**src/rtl/awl_pkg.sv**
```systemverilog
package awl_pkg;

    // Budget clamp: zero behaves as one, anything above the slot count saturates.
    function automatic int unsigned clamp_budget(int unsigned raw, int unsigned slots);
        if (raw == 0) begin
            return 1;
        end
        if (raw > slots) begin
            return slots;
        end
        return raw;
    endfunction

    // Cycles a slot stays occupied after the cycle of the activate itself.
    function automatic int unsigned hold_length(int unsigned interval);
        return (interval > 1) ? interval - 1 : 0;
    endfunction

endpackage

```
**src/rtl/awl_rank_decode.sv**
```systemverilog
module awl_rank_decode #(
    parameter int NUM_RANKS = 3,
    parameter int RANK_W    = 2
) (
    input  logic              strobe,
    input  logic [RANK_W-1:0] rank_idx,
    output logic [NUM_RANKS-1:0] hit
);

    // One compare per rank; an index with no matching rank sets no bit.
    for (genvar r = 0; r < NUM_RANKS; r++) begin : g_hit
        assign hit[r] = strobe && (rank_idx == RANK_W'(r));
    end

endmodule

```
**src/rtl/awl_slot_timer.sv**
```systemverilog
module awl_slot_timer #(
    parameter int MAX_ACTS = 4,
    parameter int CNT_W    = 8,
    parameter int OCC_W    = 3
) (
    input  logic             clk,
    input  logic             rst_n,
    input  logic             load_en,
    input  logic [CNT_W-1:0] load_val,
    output logic [OCC_W-1:0] occupied_d
);

    typedef struct packed {
        logic [MAX_ACTS-1:0][CNT_W-1:0] remain;
    } slot_state_t;

    slot_state_t st_d;
    slot_state_t st_q;

    always_comb begin
        logic placed;
        st_d       = st_q;
        placed     = 1'b0;
        occupied_d = '0;
        for (int i = 0; i < MAX_ACTS; i++) begin
            if (st_q.remain[i] != '0) begin
                st_d.remain[i] = st_q.remain[i] - 1'b1;
            end else if (load_en && !placed && (load_val != '0)) begin
                // lowest free slot takes the new activate
                st_d.remain[i] = load_val;
                placed         = 1'b1;
            end
            if (st_d.remain[i] != '0) begin
                occupied_d = occupied_d + OCC_W'(1);
            end
        end
    end

    always_ff @(posedge clk or negedge rst_n) begin
        if (!rst_n) begin
            st_q <= '0;
        end else begin
            st_q <= st_d;
        end
    end

endmodule

```
**src/rtl/awl_rank_gate.sv**
```systemverilog
module awl_rank_gate #(
    parameter int MAX_ACTS = 4,
    parameter int CNT_W    = 8,
    parameter int LIM_W    = 3
) (
    input  logic             clk,
    input  logic             rst_n,
    input  logic             hit,
    input  logic [CNT_W-1:0] hold_val,
    input  logic [LIM_W-1:0] budget,
    output logic             inhibit
);

    typedef struct packed {
        logic blocked;
    } gate_state_t;

    gate_state_t      st_d;
    gate_state_t      st_q;
    logic [LIM_W-1:0] occupied_d;

    awl_slot_timer #(
        .MAX_ACTS (MAX_ACTS),
        .CNT_W    (CNT_W),
        .OCC_W    (LIM_W)
    ) u_slots (
        .clk        (clk),
        .rst_n      (rst_n),
        .load_en    (hit),
        .load_val   (hold_val),
        .occupied_d (occupied_d)
    );

    // Decided from next-cycle occupancy, so a filling activate blocks from the next cycle.
    always_comb begin
        st_d         = st_q;
        st_d.blocked = (occupied_d >= budget);
    end

    always_ff @(posedge clk or negedge rst_n) begin
        if (!rst_n) begin
            st_q <= '0;
        end else begin
            st_q <= st_d;
        end
    end

    assign inhibit = st_q.blocked;

endmodule

```
**src/rtl/act_window_limiter.sv**
```systemverilog
module act_window_limiter #(
    parameter int NUM_RANKS = 3,
    parameter int MAX_ACTS  = 4,
    parameter int WIN_W     = 8,
    localparam int RANK_W   = (NUM_RANKS > 1) ? $clog2(NUM_RANKS) : 1,
    localparam int LIM_W    = $clog2(MAX_ACTS + 1)
) (
    input  logic                 clk,
    input  logic                 rst_n,
    input  logic                 act_valid,
    input  logic [RANK_W-1:0]    act_rank,
    input  logic [WIN_W-1:0]     cfg_window,
    input  logic [LIM_W-1:0]     cfg_limit,
    output logic [NUM_RANKS-1:0] act_inhibit
);

    logic [NUM_RANKS-1:0] rank_hit;
    logic [LIM_W-1:0]     budget_eff;
    logic [WIN_W-1:0]     hold_val;

    // Configuration shaping is shared by every rank.
    always_comb begin
        budget_eff = LIM_W'(awl_pkg::clamp_budget(int'(cfg_limit), MAX_ACTS));
        hold_val   = WIN_W'(awl_pkg::hold_length(int'(cfg_window)));
    end

    awl_rank_decode #(
        .NUM_RANKS (NUM_RANKS),
        .RANK_W    (RANK_W)
    ) u_decode (
        .strobe   (act_valid),
        .rank_idx (act_rank),
        .hit      (rank_hit)
    );

    for (genvar r = 0; r < NUM_RANKS; r++) begin : g_rank
        awl_rank_gate #(
            .MAX_ACTS (MAX_ACTS),
            .CNT_W    (WIN_W),
            .LIM_W    (LIM_W)
        ) u_gate (
            .clk      (clk),
            .rst_n    (rst_n),
            .hit      (rank_hit[r]),
            .hold_val (hold_val),
            .budget   (budget_eff),
            .inhibit  (act_inhibit[r])
        );
    end

endmodule

```
**config.mk**
```make
export PLATFORM = sky130hd
export DESIGN_NAME = act_window_limiter
export DESIGN_NICKNAME = d
export VERILOG_FILES = /design/src/rtl/awl_pkg.sv /design/src/rtl/awl_rank_decode.sv /design/src/rtl/awl_slot_timer.sv /design/src/rtl/awl_rank_gate.sv /design/src/rtl/act_window_limiter.sv
export SDC_FILE = /design/constraint.sdc
export NUM_CORES = 1
export LEC_CHECK = 0
export BUFFER_PORTS_ARGS = -buffer_cell sky130_fd_sc_hd__buf_4
export CAP_MARGIN = 30
export CORE_MARGIN = 2
export CORE_UTILIZATION = 55
export CTS_CLUSTER_DIAMETER = 80
export CTS_CLUSTER_SIZE = 10
export DETAILED_ROUTE_END_ITERATION = 10
export GPL_ROUTABILITY_DRIVEN = 0
export GPL_TIMING_DRIVEN = 0
export PLACE_DENSITY = 0.72
export REMOVE_ABC_BUFFERS = 1
export SLEW_MARGIN = 40
export SYNTH_ARGS = -nofsm -noshare
export SYNTH_HDL_FRONTEND = slang
export SYNTH_SLANG_ARGS = --single-unit
export TNS_END_PERCENT = 30
```
**constraint.sdc**
```tcl
create_clock -name clk -period 14 [get_ports clk]
set_input_delay 1.4 -clock clk [delete_from_list [all_inputs] [get_ports clk]]
set_output_delay 1.4 -clock clk [all_outputs]
set_load 0.005 [all_outputs]
```
==> results.yml, run 1 <==
logic_synthesis:
  yosysSeqAreaShare_pct: 33.7
  yosysWarningCount: 0
  synth-main-ff-cell: "dfrtp_1"
  synthTopCellsByCount: "99 x dfrtp_1, 68 x nor2_1, 62 x nand2_1"
  async_flop_share_pct: 100
  synth_edf_count: 0
  synth_area_um2: 7340
  ys_seq_elements: 99
  syn-instance-count: 833
  syn_area_per_cell_um2: 8.82
  synth_top_area_share_pct: 33.7
  synth_top_area_cell: "dfrtp_1"
  synthDistinctLibCells: 89
  yosysMostFrequentCell: "dfrtp_1"
  synthTopCellsByArea: "dfrtp_1 34%, ha_1 7.0%, a21oi_1 3.6%, nor2_1 3.5%, nand2_1 3.2%"
setup_path:
  crit_type: "in -> reg"
  regToRegEndpoint: "g_rank[1].u_gate.inhibit$_DFF_PN0_"
  cpPeakStageDelay_ns: 0.72
  arrival_ns: 6.61
  crit_path_end: "g_rank[1].u_gate.inhibit$_DFF_PN0_"
  required_ns: 14.25
  crit_start: "cfg_window[0]"
  slowest_stage: "o31a_1"
  start_kind: "primary input"
  r2r_cells: 16
  path_cells: "buf_4 -> inv_1 -> ha_1 -> nor3b_2 -> xor2_1 -> o31a_1 -> o211ai_2 -> mux2i_1 -> mux2i_1 -> or4_1 -> or3_1 -> ha_1 -> xor2_1 -> ha_1 -> mux2_1 -> ha_1 -> a21o_1 -> a21o_1"
  r2r_setup_slack_ns: 9.01
  path_common_cell: "ha_1"
  rr_startpoint: "g_rank[1].u_gate.u_slots.st_q[0]$_DFF_PN0_"
  crit_fanout: 15
  end_kind: "register"
run:
  max_cap_violations: 0
clocking:
  clk_pin_slew_ns: 0.07
  cts_buffers: 9
  cts_root_buf: "clkbuf_16"
  cts_resized: 0
  cts_buffer_depth: 2
  cts_tree: "yes"
  clock-sinks: 99
  ctsHoldBuffers: 0
  cts_htree_levels: 3
  cts_setup_buffers: 0
  clk-insertion-delay-late_ns: 0.36
floorplan:
  start_util_pct: 55.9
  die_h_um: 120
  die_w_um: 120
  num_rows: 42
  io_pins: 19
  placeableCoreArea_um2: 13100
  dieArea_um2: 14300
cells_and_area:
  final_core_util_pct: 59.9
  drive_gt1_share_pct: 10.0
  fillers: 1136
  multiInputGateArea_um2: 4590
  diodes: 0
  nNetsFinal: 890
  syn_to_final_growth_pct: 7.24
  layout.cells.non_filler: 1013
  ff_latch_area_um2: 2480
place:
  pre_cts_ws_ns: 7.30
  place_hpwl_um: 13900
  port_buffers: 18
  dp.cells: 997
timing:
  finalClockSkew_ns: 0.0112
  hold_viol: 0
  slew_headroom_pct: 44.1
  fmax_mhz: 157
  setup_viol: 0
  slew_viol_final: 0
  post-route-period-util_pct: 45.5
  tightest_slew_ns: 0.838
  rsz0062_at_grt: "false"
  fin_setup_tns_ns: 0
  fin_crit_ns: 6.36
  setup_slack_ns: 7.64
detailed_routing:
  antenna_left: 0
  avgRoutedWirePerCell_um: 19.2
  firstDrtPassIters: 5
  drc: 0
  routed_wl_um: 19400
  drt_iter0_markers: 515
  via_count: 6644
  viasPerCell: 6.56
grt:
  grt_pass1_vias: 6352
  grt_pass1_wl_um: 31700
  antenna_found_initial: 0
  use_met2_pct: 45.3
  overflow: 0
  grt_util_met3_pct: 6.18
  global_route.usage.met1_pct: 35.7
  track_usage_pct: 27.9
  grt_max_degree: 100
  busiest_layer: "met2"
min_path:
  holdPathStages: 2
  min_path_type: "reg -> reg"
power_and_ir_drop:
  powerDensity_nw_per_um2: 106
  static-leakage-power_nw: 3.23
  ir_worst_vdd_uv: 61.8
run_status:
  status: "finished, final reports clean"
worst min path at each step:
| stage | slack (ns) | to | startpoint |
|---|---|---|---|
| CTS | 0.53 | g_rank[2].u_gate.u_slots.st_q[8]$_DFF_PN0_ | g_rank[2].u_gate.u_slots.st_q[8]$_DFF_PN0_ |
| global placement | 0.51 | g_rank[2].u_gate.u_slots.st_q[15]$_DFF_PN0_ | g_rank[2].u_gate.u_slots.st_q[15]$_DFF_PN0_ |
| floorplan | 0.48 | g_rank[2].u_gate.u_slots.st_q[8]$_DFF_PN0_ | g_rank[2].u_gate.u_slots.st_q[8]$_DFF_PN0_ |
| finish | 0.55 | g_rank[0].u_gate.u_slots.st_q[31]$_DFF_PN0_ | g_rank[0].u_gate.u_slots.st_q[31]$_DFF_PN0_ |
| detailed placement | 0.52 | g_rank[2].u_gate.u_slots.st_q[8]$_DFF_PN0_ | g_rank[2].u_gate.u_slots.st_q[8]$_DFF_PN0_ |
| global route | 0.55 | g_rank[2].u_gate.u_slots.st_q[8]$_DFF_PN0_ | g_rank[2].u_gate.u_slots.st_q[8]$_DFF_PN0_ |
metrics by stage:
step	power, mW	instance area (um2)	hold slack [ns]
after detailed placement	0.604	7580	0.518
final	0.838	7880	0.545
after global routing	0.884	7880	0.546
after CTS	0.836	7850	0.531
after global placement	0.590	7540	0.509
after floorplan	0.530	7180	0.479
where the power goes:
| part | internal [mW] | switching (mW) | leakage, nW |
|---|---|---|---|
| sequential | 0.334 | 0.0522 | 1.13 |
| clock | 0.124 | 0.111 | 0.126 |
| combinational | 0.0914 | 0.125 | 1.97 |
cells by family (layout without fill, tap and decap cells):
| family | count (synthesis) | after routing | share of synthesized area (%) |
|---|---|---|---|
| and+or+nand+nor | 335 | 335 | 25.7 |
| adders and majority gates | 41 | 41 | 6.99 |
| buffers and inverters | 72 | 76 | 4.33 |
| DFF | 99 | 99 | 33.7 |
| xor gates and xnor gates | 43 | 43 | 5.13 |
| muxes | 21 | 21 | 3.00 |
| AOI/OAI and AO/OA | 222 | 222 | 21.1 |
routing by layer:
layer	share of wire [%]	vias up
li1	-	3122
met1	43	3228
met2	47	240
met3	6.2	54
met4	3.5	0
met5	0	-
sequential cells by signal, summed over array words and instances (netlist names):
register / cells
g_rank.u_gate.u_slots.st_q: 96
g_rank.u_gate.inhibit: 3
critical path, delay by kind of cell:
kind            cells  cell delay [ns]
xor+xnor            2             0.57
fa+ha+maj           4             1.12
mux                 3             0.69
simple gates        3             1.26
compound gates      4             1.34
buf+inv             2             0.23
placed cells by master, fill, tap and decap left out, types with 5 or more instances in the layout:
cell,Yosys,final
or2_2,6,6
o21a_1,5,5
o31ai_1,18,17
nand3_1,23,23
nand2_1,62,62
a211oi_1,12,12
clkbuf_16,0,9
ha_1,41,41
or4_1,8,8
a31oi_1,8,7
and2_1,10,10
dfrtp_1,99,99
nor3b_1,11,10
o21ai_1,6,6
or3_1,14,14
and3_1,8,8
xor2_1,20,20
inv_1,41,41
nor3_1,36,36
o21ai_0,26,26
o2111ai_1,5,5
nor4_1,21,21
mux2i_1,16,16
nand2b_1,19,19
a21o_1,17,17
a21oi_1,53,53
buf_4,5,17
o22ai_1,12,12
nor2_1,68,66
nor4b_1,5,5
xnor2_1,23,23
final cells by class:
cell class | count | area share (%)
Timing Repair Buffer | 19 | 2.16
Sequential cell | 99 | 31.5
Multi-Input combinational cell | 662 | 58.2
Tap cell | 176 | 2.80
Clock buffer | 13 | 3.18
Clock inverter | 2 | 0.159
Inverter | 42 | 2.00
(Power assumes the default switching activity.)
==> run 2: changes to the inputs <==
--- a/config.mk
+++ b/config.mk
@@ -5,6 +5,7 @@
 export SDC_FILE = /design/constraint.sdc
 export NUM_CORES = 1
 export LEC_CHECK = 0
+export ABC_AREA = 1
 export BUFFER_PORTS_ARGS = -buffer_cell sky130_fd_sc_hd__buf_4
 export CAP_MARGIN = 30
 export CORE_MARGIN = 2
==> constraint.sdc (replaced) <==
create_clock -name clk -period 6 [get_ports clk]
set_input_delay 0.6 -clock clk [delete_from_list [all_inputs] [get_ports clk]]
set_output_delay 0.6 -clock clk [all_outputs]
set_load 0.005 [all_outputs]
==> results.yml, run 2 <==
run_status:
  status: "finished, final reports clean"
cells_and_area:
  nNetsFinal: 1232
  drive_gt1_share_pct: 7.21
  final_common_cell: "nand2_1"
  regMostFlops: "g_rank.u_gate.u_slots.st_q"
  fillers: 1353
  diodes: 0
  layout.cells.non_filler: 1359
  postLayoutCellArea_um2: 8370
  syn_to_final_growth_pct: 8.58
  mostFrequentLayoutCells: "265 x nand2_1, 182 x inv_1, 167 x nor2_1"
  largest_reg_flops: 96
logic_synthesis:
  synth_compound_area_share_pct: 11.4
  synth_top_area_cell: "dfrtp_1"
  yosysWarningCount: 0
  synth_fa_ha_area_share_pct: 6.65
  synthMuxAreaShare_pct: 0
  synthDistinctLibCells: 43
  synth-main-ff-cell: "dfrtp_1"
  yosysSeqAreaShare_pct: 32.1
  async_flop_share_pct: 100
  syn-instance-count: 1158
  synth_edf_count: 0
  yosysMostFrequentCell: "nand2_1"
  yosys.area_share.simple_pct: 35.7
  synth_top_area_share_pct: 32.1
  ys_seq_elements: 99
  synth_area_um2: 7710
  synthTopCellsByArea: "dfrtp_1 32%, nand2_1 13%, inv_1 8.9%, nor2_1 8.2%, ha_1 6.7%"
  synth_top_family_by_area: "simple AND/OR/NAND/NOR gates"
  synth_xor_area_share_pct: 3.75
  synthTopCellsByCount: "265 x nand2_1, 182 x inv_1, 169 x nor2_1"
  syn_area_per_cell_um2: 6.66
power_and_ir_drop:
  switchingPower_mw: 0.723
  p_int_mw: 1.36
  ir_worst_vdd_uv: 191
  switching_share_pct: 34.7
  seqPwrFrac_pct: 40.7
  clockPowerShare_pct: 29.9
  powerDensity_nw_per_um2: 249
  power_frac_comb_pct: 29.4
  static-leakage-power_nw: 4.25
timing:
  tightest_slew_ns: 0.807
  slew_headroom_pct: 46.0
  fin_setup_tns_ns: 0
  hold_viol: 0
  finalClockSkew_ns: 0.00567
  post-route-period-util_pct: 88.9
  setup_viol: 0
  fmax_mhz: 188
  hold_slack_ns: 0.0803
  rsz0062_at_grt: "false"
  fin_crit_ns: 5.33
  slew_viol_final: 0
place:
  dp.cells: 1343
  place_hpwl_um: 13300
  dpl_cell_area_um2: 8030
  port_buffers: 18
floorplan:
  io_pins: 19
  num_rows: 43
  dieArea_um2: 15000
  die_h_um: 122
  start_util_pct: 56.0
  die_w_um: 122
  placeableCoreArea_um2: 13800
setup_path:
  rr_startpoint: "g_rank[2].u_gate.u_slots.st_q[0]$_DFF_PN0_"
  crit_fanout: 28
  start_kind: "primary input"
  end_kind: "register"
  slowest_stage: "nand3_1"
  r2r_cells: 23
  required_ns: 6.22
  crit_type: "in -> reg"
  arrival_ns: 5.55
  cpPeakStageDelay_ns: 0.58
  regToRegEndpoint: "g_rank[2].u_gate.inhibit$_DFF_PN0_"
  r2r_setup_slack_ns: 1.52
detailed_routing:
  firstDrtPassIters: 5
  drc: 0
  via_count: 7213
  routed_wl_um: 18300
  antenna_left: 0
  viasPerCell: 5.31
  drt_iter0_markers: 613
  avgRoutedWirePerCell_um: 13.5
clocking:
  cts_buffer_depth: 2
  clock-sinks: 99
  cts_setup_buffers: 0
  cts_tree: "yes"
  cts_buffers: 9
  ctsHoldBuffers: 0
  clk-insertion-delay-late_ns: 0.36
  cts_root_buf: "clkbuf_16"
  cts_resized: 0
  cts_htree_levels: 3
  clk_pin_slew_ns: 0.07
min_path:
  min_path_type: "in -> async"
grt:
  overflow: 0
  grt_pass1_wl_um: 31300
  antenna_found_initial: 0
  grt_pass1_vias: 6733
  grt_max_degree: 100
  track_usage_pct: 26.4
run:
  max_cap_violations: 0
-- run 2: cell types whose count changed after synthesis, moves of 21 or more --
cell / delta
inv_1: +141
nand2_1: +203
nand3_1: +60
nand4_1: +28
nor2_1: +101
nor3_1: -21
o21ai_0: +58
-- run 2: layout make-up --
class	count	area, um2	share of cell area, %
Clock buffer	10	229	2.74
Clock inverter	5	78.8	0.942
Inverter	191	717	8.56
Multi-Input combinational cell	854	4470	53.4
Sequential cell	99	2480	29.6
Tap cell	180	225	2.69
Timing Repair Buffer	20	178	2.12
-- run 2: worst max-delay path: cells and delay by family --
| kind | cells | cell delay [ns] |
|---|---|---|
| AND/OR/NAND/NOR | 16 | 2.91 |
| buffers and inverters | 4 | 0.47 |
| AO/OA/AOI/OAI | 4 | 0.46 |
| adder cells (fa/ha/maj) | 4 | 1.11 |
-- run 2: power groups by stage --
stage | logic, mW | clock network [mW] | registers, mW
global route | 0.708 | 0.661 | 0.864
floorplan | 0.463 | 0 | 0.844
CTS | 0.609 | 0.639 | 0.847
global placement | 0.592 | 0 | 0.857
finish | 0.612 | 0.624 | 0.849
detailed placement | 0.606 | 0 | 0.860
-- run 2: worst max-delay path by stage --
| stage | slack (ns) | endpoint | cells past startpoint | from |
|---|---|---|---|---|
| final | 0.67 | g_rank[2].u_gate.inhibit$_DFF_PN0_ | 28 | cfg_window[0] |
| after global routing | 0.21 | g_rank[2].u_gate.inhibit$_DFF_PN0_ | 28 | cfg_window[0] |
| after CTS | 0.61 | g_rank[2].u_gate.inhibit$_DFF_PN0_ | 28 | cfg_window[0] |
| after detailed placement | 0.25 | g_rank[2].u_gate.inhibit$_DFF_PN0_ | 28 | cfg_window[0] |
| after global placement | 0.28 | g_rank[2].u_gate.inhibit$_DFF_PN0_ | 28 | cfg_window[0] |
| after floorplan | 1.52 | g_rank[2].u_gate.inhibit$_DFF_PN0_ | 27 | cfg_window[0] |
-- run 2: cells by family after synthesis --
family                   after synthesis
adder cells (fa/ha/maj)               41
AO/OA/AOI/OAI                        164
AND/OR/NAND/NOR                      616
flip-flops                            99
buffers and inverters                205
XOR/XNOR                              33
-- run 2: stage by stage --
| stage | worst slack, ns | total power [mW] | util [%] |
|---|---|---|---|
| 4_1_cts | 0.611 | 2.09 | 60.6 |
| 3_3_place_gp | 0.284 | 1.45 | 58.0 |
| 6_report | 0.667 | 2.09 | 60.8 |
| 2_1_floorplan | 1.52 | 1.31 | - |
| 3_5_place_dp | 0.254 | 1.47 | 58.3 |
| 5_1_grt | 0.205 | 2.23 | 60.8 |
-- run 2: routing by layer --
metal	track usage, %	vias up	wire (um)
met2	44.1	122	8620
li1	-	3760	-
met3	4.69	31	701
met5	0	-	0
met1	35.1	3300	8610
met4	7.69	0	400
